===== config.mk =====
export PLATFORM = sky130hd
export DESIGN_NAME = trig_latency_mon
export DESIGN_NICKNAME = d
export VERILOG_FILES = /design/src/rtl/tlm_pkg.sv /design/src/rtl/tlm_edge_sync.sv /design/src/rtl/tlm_event_track.sv /design/src/rtl/tlm_window_stats.sv /design/src/rtl/trig_latency_mon.sv
export SDC_FILE = /design/constraint.sdc
export NUM_CORES = 2
export LEC_CHECK = 0
export BUFFER_PORTS_ARGS = -buffer_cell sky130_fd_sc_hd__buf_4
export CAP_MARGIN = 20
export CORE_MARGIN = 5
export CORE_UTILIZATION = 55
export DETAILED_ROUTE_END_ITERATION = 10
export PLACE_DENSITY_LB_ADDON = 0.2
export SLEW_MARGIN = 20
export SYNTH_ARGS = -nofsm -noshare
export SYNTH_HDL_FRONTEND = slang
export SYNTH_SLANG_ARGS = --single-unit

===== constraint.sdc =====
create_clock -name clk -period 94.9 [get_ports clk]
set_input_delay 14.235 -clock clk [delete_from_list [all_inputs] [get_ports clk]]
set_output_delay 14.235 -clock clk [all_outputs]
set_load 0.01 [all_outputs]

===== src/rtl/tlm_pkg.sv =====
package tlm_pkg;
  localparam int TS_W = 32;
  typedef logic [TS_W-1:0] ts_t;

  // modular distance from an earlier stamp to a later one
  function automatic ts_t mod_delta(ts_t later, ts_t earlier);
    return later - earlier;
  endfunction

  // strictly after the target, signed modular sense
  function automatic logic is_after(ts_t ts, ts_t tgt);
    ts_t d;
    d = ts - tgt;
    return (d != '0) && !d[TS_W-1];
  endfunction

  function automatic ts_t pick_min(ts_t a, ts_t b);
    return (a < b) ? a : b;
  endfunction

  function automatic ts_t pick_max(ts_t a, ts_t b);
    return (a > b) ? a : b;
  endfunction

  function automatic int clamp_win(int raw, int lo, int hi);
    if (raw < lo) return lo;
    if (raw > hi) return hi;
    return raw;
  endfunction

  function automatic ts_t mean_div(ts_t sum, ts_t n);
    if (n == '0) return '0;
    return sum / n;
  endfunction
endpackage


===== src/rtl/tlm_edge_sync.sv =====
module tlm_edge_sync #(
  parameter int STAGES = 2
) (
  input  logic clk,
  input  logic rst_n,
  input  logic async_i,
  output logic rise_o
);
  logic [STAGES:0] sh_q;

  always_ff @(posedge clk) begin
    if (!rst_n) sh_q <= '0;
    else        sh_q <= {sh_q[STAGES-1:0], async_i};
  end

  assign rise_o = sh_q[STAGES-1] & ~sh_q[STAGES];


  single_rise_chk: assert property (@(posedge clk) disable iff (!rst_n)
    rise_o |=> !rise_o);
endmodule


===== src/rtl/tlm_event_track.sv =====
module tlm_event_track
  import tlm_pkg::*;
#(
  parameter int TO_W  = 16,
  parameter int CNT_W = 16
) (
  input  logic             clk,
  input  logic             rst_n,
  input  ts_t              now_ts,
  input  logic             fire_rise,
  input  logic             mark_rise,
  input  logic             drv_rise,
  input  ts_t              target,
  input  logic [TO_W-1:0]  timeout,
  output logic             smp_valid,
  output ts_t              smp_lat,
  output ts_t              exec_dly,
  output logic [CNT_W-1:0] miss_cnt,
  output logic [CNT_W-1:0] late_cnt
);
  logic fire_pend_q, wait_drv_q;
  ts_t  fire_ts_q, mark_ts_q, to_ext;
  ts_t  fire_elapsed, drv_elapsed;
  logic fire_expire, drv_expire, pair_exec, fire_miss, drv_miss, late_evt;

  assign to_ext       = {{(TS_W-TO_W){1'b0}}, timeout};
  assign fire_elapsed = mod_delta(now_ts, fire_ts_q);
  assign drv_elapsed  = mod_delta(now_ts, mark_ts_q);
  assign fire_expire  = fire_pend_q && (fire_elapsed > to_ext);
  assign drv_expire   = wait_drv_q && (drv_elapsed > to_ext);
  assign pair_exec    = mark_rise && fire_pend_q && !fire_expire;
  assign smp_valid    = drv_rise && wait_drv_q && !drv_expire;
  assign smp_lat      = drv_elapsed;
  assign fire_miss    = fire_pend_q && !pair_exec && (fire_expire || fire_rise);
  assign drv_miss     = wait_drv_q && !smp_valid && (drv_expire || mark_rise);
  assign late_evt     = mark_rise && is_after(now_ts, target);

  always_ff @(posedge clk) begin
    if (!rst_n) begin
      fire_pend_q <= 1'b0;
      wait_drv_q  <= 1'b0;
      fire_ts_q   <= '0;
      mark_ts_q   <= '0;
      exec_dly    <= '0;
      miss_cnt    <= '0;
      late_cnt    <= '0;
    end else begin
      if (fire_rise) begin
        fire_pend_q <= 1'b1;
        fire_ts_q   <= now_ts;
      end else if (pair_exec || fire_expire) begin
        fire_pend_q <= 1'b0;
      end
      if (mark_rise) begin
        wait_drv_q <= 1'b1;
        mark_ts_q  <= now_ts;
      end else if (smp_valid || drv_expire) begin
        wait_drv_q <= 1'b0;
      end
      if (pair_exec) exec_dly <= mod_delta(now_ts, fire_ts_q);
      miss_cnt <= miss_cnt + CNT_W'(fire_miss) + CNT_W'(drv_miss);
      if (late_evt) late_cnt <= late_cnt + 1'b1;
    end
  end


  miss_cause_chk: assert property (@(posedge clk) disable iff (!rst_n)
    (miss_cnt != $past(miss_cnt)) |-> ($past(fire_pend_q) || $past(wait_drv_q)));

  late_cause_chk: assert property (@(posedge clk) disable iff (!rst_n)
    (late_cnt != $past(late_cnt)) |-> $past(mark_rise));

  exec_cause_chk: assert property (@(posedge clk) disable iff (!rst_n)
    (exec_dly != $past(exec_dly)) |-> $past(mark_rise));
endmodule


===== src/rtl/tlm_window_stats.sv =====
module tlm_window_stats
  import tlm_pkg::*;
#(
  parameter int WIN_W = 5
) (
  input  logic             clk,
  input  logic             rst_n,
  input  logic             smp_valid,
  input  ts_t              smp_lat,
  input  logic [WIN_W-1:0] win_n,
  output ts_t              rd_min,
  output ts_t              rd_max,
  output ts_t              rd_spread,
  output ts_t              rd_sum,
  output ts_t              rd_mean,
  output logic             win_done
);
  ts_t              acc_min, acc_max, acc_sum, nxt_min, nxt_max, nxt_sum;
  logic [WIN_W-1:0] acc_cnt, nxt_cnt, rd_n;
  logic             win_close;

  assign nxt_min   = pick_min(acc_min, smp_lat);
  assign nxt_max   = pick_max(acc_max, smp_lat);
  assign nxt_sum   = acc_sum + smp_lat;
  assign nxt_cnt   = acc_cnt + 1'b1;
  assign win_close = smp_valid && (nxt_cnt >= win_n);
  assign rd_mean   = mean_div(rd_sum, TS_W'(rd_n));

  always_ff @(posedge clk) begin
    if (!rst_n) begin
      acc_min <= '1; acc_max <= '0; acc_sum <= '0; acc_cnt <= '0;
      rd_min <= '0; rd_max <= '0; rd_spread <= '0; rd_sum <= '0; rd_n <= '0;
      win_done <= 1'b0;
    end else begin
      win_done <= win_close;
      if (win_close) begin
        rd_min    <= nxt_min;
        rd_max    <= nxt_max;
        rd_spread <= mod_delta(nxt_max, nxt_min);
        rd_sum    <= nxt_sum;
        rd_n      <= win_n;
        acc_min <= '1; acc_max <= '0; acc_sum <= '0; acc_cnt <= '0;
      end else if (smp_valid) begin
        acc_min <= nxt_min;
        acc_max <= nxt_max;
        acc_sum <= nxt_sum;
        acc_cnt <= nxt_cnt;
      end
    end
  end


  done_pulse_chk: assert property (@(posedge clk) disable iff (!rst_n)
    win_done |=> !win_done);

  order_chk: assert property (@(posedge clk) disable iff (!rst_n)
    (acc_cnt != '0) |-> (acc_min <= acc_max));

  clear_chk: assert property (@(posedge clk) disable iff (!rst_n)
    win_done |-> (acc_cnt == '0 && acc_sum == '0));

  readout_order_chk: assert property (@(posedge clk) disable iff (!rst_n)
    win_done |-> (rd_min <= rd_max));
endmodule


===== src/rtl/trig_latency_mon.sv =====
module trig_latency_mon
  import tlm_pkg::*;
#(
  parameter int SYNC_STAGES = 2,
  parameter int WIN_W       = 5,
  parameter int WIN_MIN     = 10,
  parameter int WIN_MAX     = 30,
  parameter int TO_W        = 16,
  parameter int CNT_W       = 16
) (
  input  logic             clk,
  input  logic             rst_n,
  input  logic             marker_i,
  input  logic             drive_i,
  input  logic             fire_i,
  input  logic [WIN_W-1:0] win_n_i,
  input  logic [TO_W-1:0]  timeout_i,
  input  logic [31:0]      target_i,
  output logic [31:0]      lat_min_o,
  output logic [31:0]      lat_max_o,
  output logic [31:0]      lat_spread_o,
  output logic [31:0]      lat_sum_o,
  output logic [31:0]      lat_mean_o,
  output logic [31:0]      exec_dly_o,
  output logic [CNT_W-1:0] miss_cnt_o,
  output logic [CNT_W-1:0] late_cnt_o,
  output logic             win_done_o
);
  localparam int NSTROBE = 3;
  localparam int IDX_MRK = 0, IDX_DRV = 1, IDX_FIRE = 2;

  ts_t              tick_q, now_ts, smp_lat;
  logic [NSTROBE-1:0] raw, rise;
  logic [WIN_W-1:0] eff_n;
  logic             smp_valid;

  assign raw    = {fire_i, drive_i, marker_i};
  assign now_ts = tick_q - TS_W'(SYNC_STAGES);
  assign eff_n  = WIN_W'(clamp_win(int'(win_n_i), WIN_MIN, WIN_MAX));

  always_ff @(posedge clk) begin
    if (!rst_n) tick_q <= '0;
    else        tick_q <= tick_q + 1'b1;
  end

  for (genvar g = 0; g < NSTROBE; g++) begin : g_sync
    tlm_edge_sync #(.STAGES(SYNC_STAGES)) i_sync (
      .clk(clk), .rst_n(rst_n), .async_i(raw[g]), .rise_o(rise[g]));
  end

  tlm_event_track #(.TO_W(TO_W), .CNT_W(CNT_W)) i_track (
    .clk(clk), .rst_n(rst_n), .now_ts(now_ts),
    .fire_rise(rise[IDX_FIRE]), .mark_rise(rise[IDX_MRK]), .drv_rise(rise[IDX_DRV]),
    .target(target_i), .timeout(timeout_i),
    .smp_valid(smp_valid), .smp_lat(smp_lat), .exec_dly(exec_dly_o),
    .miss_cnt(miss_cnt_o), .late_cnt(late_cnt_o));

  tlm_window_stats #(.WIN_W(WIN_W)) i_stats (
    .clk(clk), .rst_n(rst_n), .smp_valid(smp_valid), .smp_lat(smp_lat),
    .win_n(eff_n), .rd_min(lat_min_o), .rd_max(lat_max_o),
    .rd_spread(lat_spread_o), .rd_sum(lat_sum_o), .rd_mean(lat_mean_o),
    .win_done(win_done_o));


  win_range_chk: assert property (@(posedge clk) disable iff (!rst_n)
    (eff_n >= WIN_W'(WIN_MIN)) && (eff_n <= WIN_W'(WIN_MAX)));
endmodule


==> metrics.md <==
| Metric | Value |
|---|---|
| WHS | `about 0.43 ns` |
| Startpoint types | `flop` |
| DPL Wire Length | `slightly below 100000 um` |
| Worst-path fanout max | `16` |
| Worst Clk Skew | `about 0.031 ns` |
| Synth Cell Area | `42400 um^2` |
| Register-to-Register Path Depth | `80` |
| Asr flop ratio synth | `0%` |
| Finished Layout Cells | `between 6000 and 7000` |
| Synth warn | `0` |
| Worst-path clk slew | `about 0.070 ns` |
| I/O pin count | `~280` |
| Initial antenna violation count | `1` |
| Reg-to-reg setup timing slack | `between 70 and 80 ns` |
| CP arrival | `between 70 and 80 ns` |
| Gr ovfl total | `0` |
| Worst reg2reg path startpoint | `tick_q[1]` |
| Crit Path Class | `flop to output pin` |
| Post-cts hold buffer count | `0` |
| Worst hold start | `g_sync[0].i_sync.sh_q[0]` |
| Mapped Cells | `5524` |
| Worst path bufs/invs | `5` |
| Clock sinks | `between 400 and 500` |
| Initial Util | `~56%` |
| Post-synth top flop | `dfxtp_1` |
| Worst EP required | `a little over 80 ns` |
| Worst slew pin tran | `around 1.2 ns` |
| Via-to-Cell Ratio | `between 6 and 7` |
| Area of the die | `around 83000 um^2` |
| Antenna diodes | `0` |
| R2R Path End | `i_stats.rd_spread[31]` |
| Storage element area | `approximately 8100 um^2` |
| Vias | `between 40000 and 50000` |
| Setup violators final | `0` |
| CP most frequent cell | `o21a_1` |
| Die Ht | `288 um` |
| Final hold vios | `0` |
| Hold Crit Class | `flop to flop` |
| Fillers | `7016` |
| Max-Cap Viols | `0` |
| 1st-pass router iterations | `6` |
| Largest net degree at the start of global routing | `about 130` |
| Register area share after synthesis | `around a fifth` |
| Worst skew pair latency | `about 0.57 ns` |
| Hold Path Sink | `g_sync[0].i_sync.sh_q[1]` |
| Mapped Nets | `6000` |
| Period utilization | `93.4%` |
| GR Util met2 | `50.9%` |
| Synth Register Bits | `about 410` |
| Vias in the first global route | `between 30000 and 40000` |
| CTS tree | `built` |
| Most frequent cells in the layout | `nand2_1, nor2_1, ha_1, dfxtp_1, buf_4` |
| Fin. max-slew vios | `0` |
| GRT busiest layer | `met2` |
| H-tree Lvls | `2` |
| Placed cells | `6670` |
| DR WL/cell | `18.7 um` |
| GR Util met3 | `roughly 3.1%` |
| Remaining antenna violation count after routing | `0` |
| Final #Nets | `approximately 6200` |
| Total Wirelength | `126000 um` |
| Fin crit period | `between 80 and 90 ns` |
| GRT met1 Usage | `37.8%` |
| Total CTS buffers | `40` |
| Top Family by Delay on Critical Path | `simple AND/OR/NAND/NOR gates` |
| Fmax | `about 11 MHz` |
| Slowest cell on crit path | `or4_1` |
| Total track usage | `between 20% and 30%` |
| FP Rows | `a little over 100` |
| Wire length of the first global-routing pass | `between 200000 and 250000 um` |
| Hold Crit Depth | `1` |
| Gpl congestion | `about 0.97` |
| Post-Syn Area per Cell | `7.68 um^2` |
| Synth cell types | `approximately 140` |
| Synth-to-layout area growth | `11.0%` |
| Die Wd | `roughly 290 um` |
| Slew HR | `a little under a quarter` |
| Clock Path Buffers | `3` |
| Share of layout cells above drive strength 1 | `between 10% and 20%` |
| Clock Tree Root | `clkbuf_16` |
| Core ar. | `approximately 76000 um^2` |
| Residual DRC count | `0` |
| I/O Buffers | `282` |
| Initial DRC Count | `2683` |
| Status | `completed` |
| Endpoint class of the critical path | `output pin` |
| Area of the multi-input gates | `around 33000 um^2` |
| Critical path's largest stage delay | `around 0.63 ns` |
| EDFF count, synth | `0` |
| Commonest non-fill, non-tap cell in the layout | `nand2_1` |
==> flip-flops by register name (all words and copies together), names as in the netlist, 5 cells and up <==
name                count
i_track.exec_dly       32
i_stats.rd_n            5
i_stats.rd_min         32
g_sync.i_sync.sh_q      9
i_stats.acc_max        32
i_stats.rd_max         32
i_stats.acc_cnt         5
i_track.miss_cnt       16
i_stats.rd_spread      32
i_track.fire_ts_q      32
i_stats.rd_sum         32
i_stats.acc_sum        32
tick_q                 32
i_track.mark_ts_q      32
i_stats.acc_min        32
i_track.late_cnt       16
==> kinds of logic after synthesis <==
| kind of cell | after synthesis | share of synthesized area (%) |
|---|---|---|
| and+or+nand+nor | 2115 | 25.4 |
| DFF | 406 | 19.2 |
| muxes | 152 | 3.74 |
| adders and majority gates | 423 | 12.5 |
| AOI/OAI and AO/OA | 1529 | 26.4 |
| buffers and inverters | 497 | 4.53 |
| xor gates and xnor gates | 402 | 8.30 |
==> worst reg2reg max path, delay by kind of cell (launching register included) <==
family                     cells  cell delay [ns]
buffers and inverters          5             1.28
adders and majority gates      4             1.21
xor gates and xnor gates       4             1.22
and+or+nand+nor                8             0.75
DFF                            1             0.61
AOI/OAI and AO/OA             59            11.40
==> per-layer routing <==
layer	vias up	part of all wire, %
met5	-	0.014
met4	2	2.9
met3	183	5.6
met2	1134	48
met1	19400	44
li1	20400	-
==> cell type report <==
type,count,area share (%)
inverters,287,2.29
repair buffers,340,5.43
flip-flops and latches,406,17.3
multi-input cells,4621,69.4
clock inverters,15,0.441
well taps,1030,2.74
clock buffers,58,2.48
==> per-stage QoR <==
| stage | setup TNS [ns] | util (%) | instance area, um^2 | worst slack [ns] |
|---|---|---|---|---|
| final | 0 | 61.8 | 47100 | 6.27 |
| after global routing | -0.202 | 61.8 | 47100 | -0.202 |
| after CTS | 0 | 61.4 | 46800 | 0.887 |
| after detailed placement | 0 | 59.6 | 45400 | 1.78 |
| after global placement | 0 | 59.6 | 45400 | 4.74 |
| after floorplan | 0 | - | 42400 | 13.25 |
==> cell usage after synthesis (all sizes together), types with 42 or more instances <==
cell type / n / area [um^2]
nand2: 643 / 2420
nor4: 64 / 563
o21bai: 42 / 327
nor2b: 99 / 619
mux2i: 111 / 1130
o21a: 107 / 803
xnor2: 244 / 2140
o21ai: 192 / 983
dfxtp: 406 / 8130
and2: 135 / 847
nand3: 107 / 546
clkbuf: 169 / 634
o31ai: 52 / 409
ha: 412 / 5150
o211a: 113 / 1130
inv: 287 / 1080
o211ai: 71 / 571
or2: 47 / 294
xor2: 158 / 1380
nand4: 58 / 384
nor3: 186 / 978
a211oi: 78 / 633
a21oi: 297 / 1520
and3: 79 / 494
or3: 64 / 410
nor2: 432 / 1630
a21o: 217 / 1630
a21boi: 94 / 709
nand2b: 75 / 469
==> repair_timing <==
item / CTS / global route
endpoints found under the setup margin: 0 / 3
gates resized for setup: 0 / 49
setup buffers: 0 / 13
==> how the worst max path moves through the flow <==
stage / startpoint / to / slack [ns] / cells after the start
2_1_floorplan: i_stats.rd_n[0] / lat_mean_o[0] / 13.25 / 340
3_3_place_gp: i_stats.rd_n[4] / lat_mean_o[0] / 4.74 / 323
3_5_place_dp: i_stats.rd_n[4] / lat_mean_o[0] / 1.78 / 324
4_1_cts: i_stats.rd_n[4] / lat_mean_o[0] / 0.89 / 324
5_1_grt: i_stats.rd_n[4] / lat_mean_o[0] / -0.20 / 332
6_report: i_stats.rd_n[4] / lat_mean_o[0] / 6.27 / 328
Power is not shown: default switching activity piles up to over one toggle a cycle in this logic, so the estimate is an artifact.
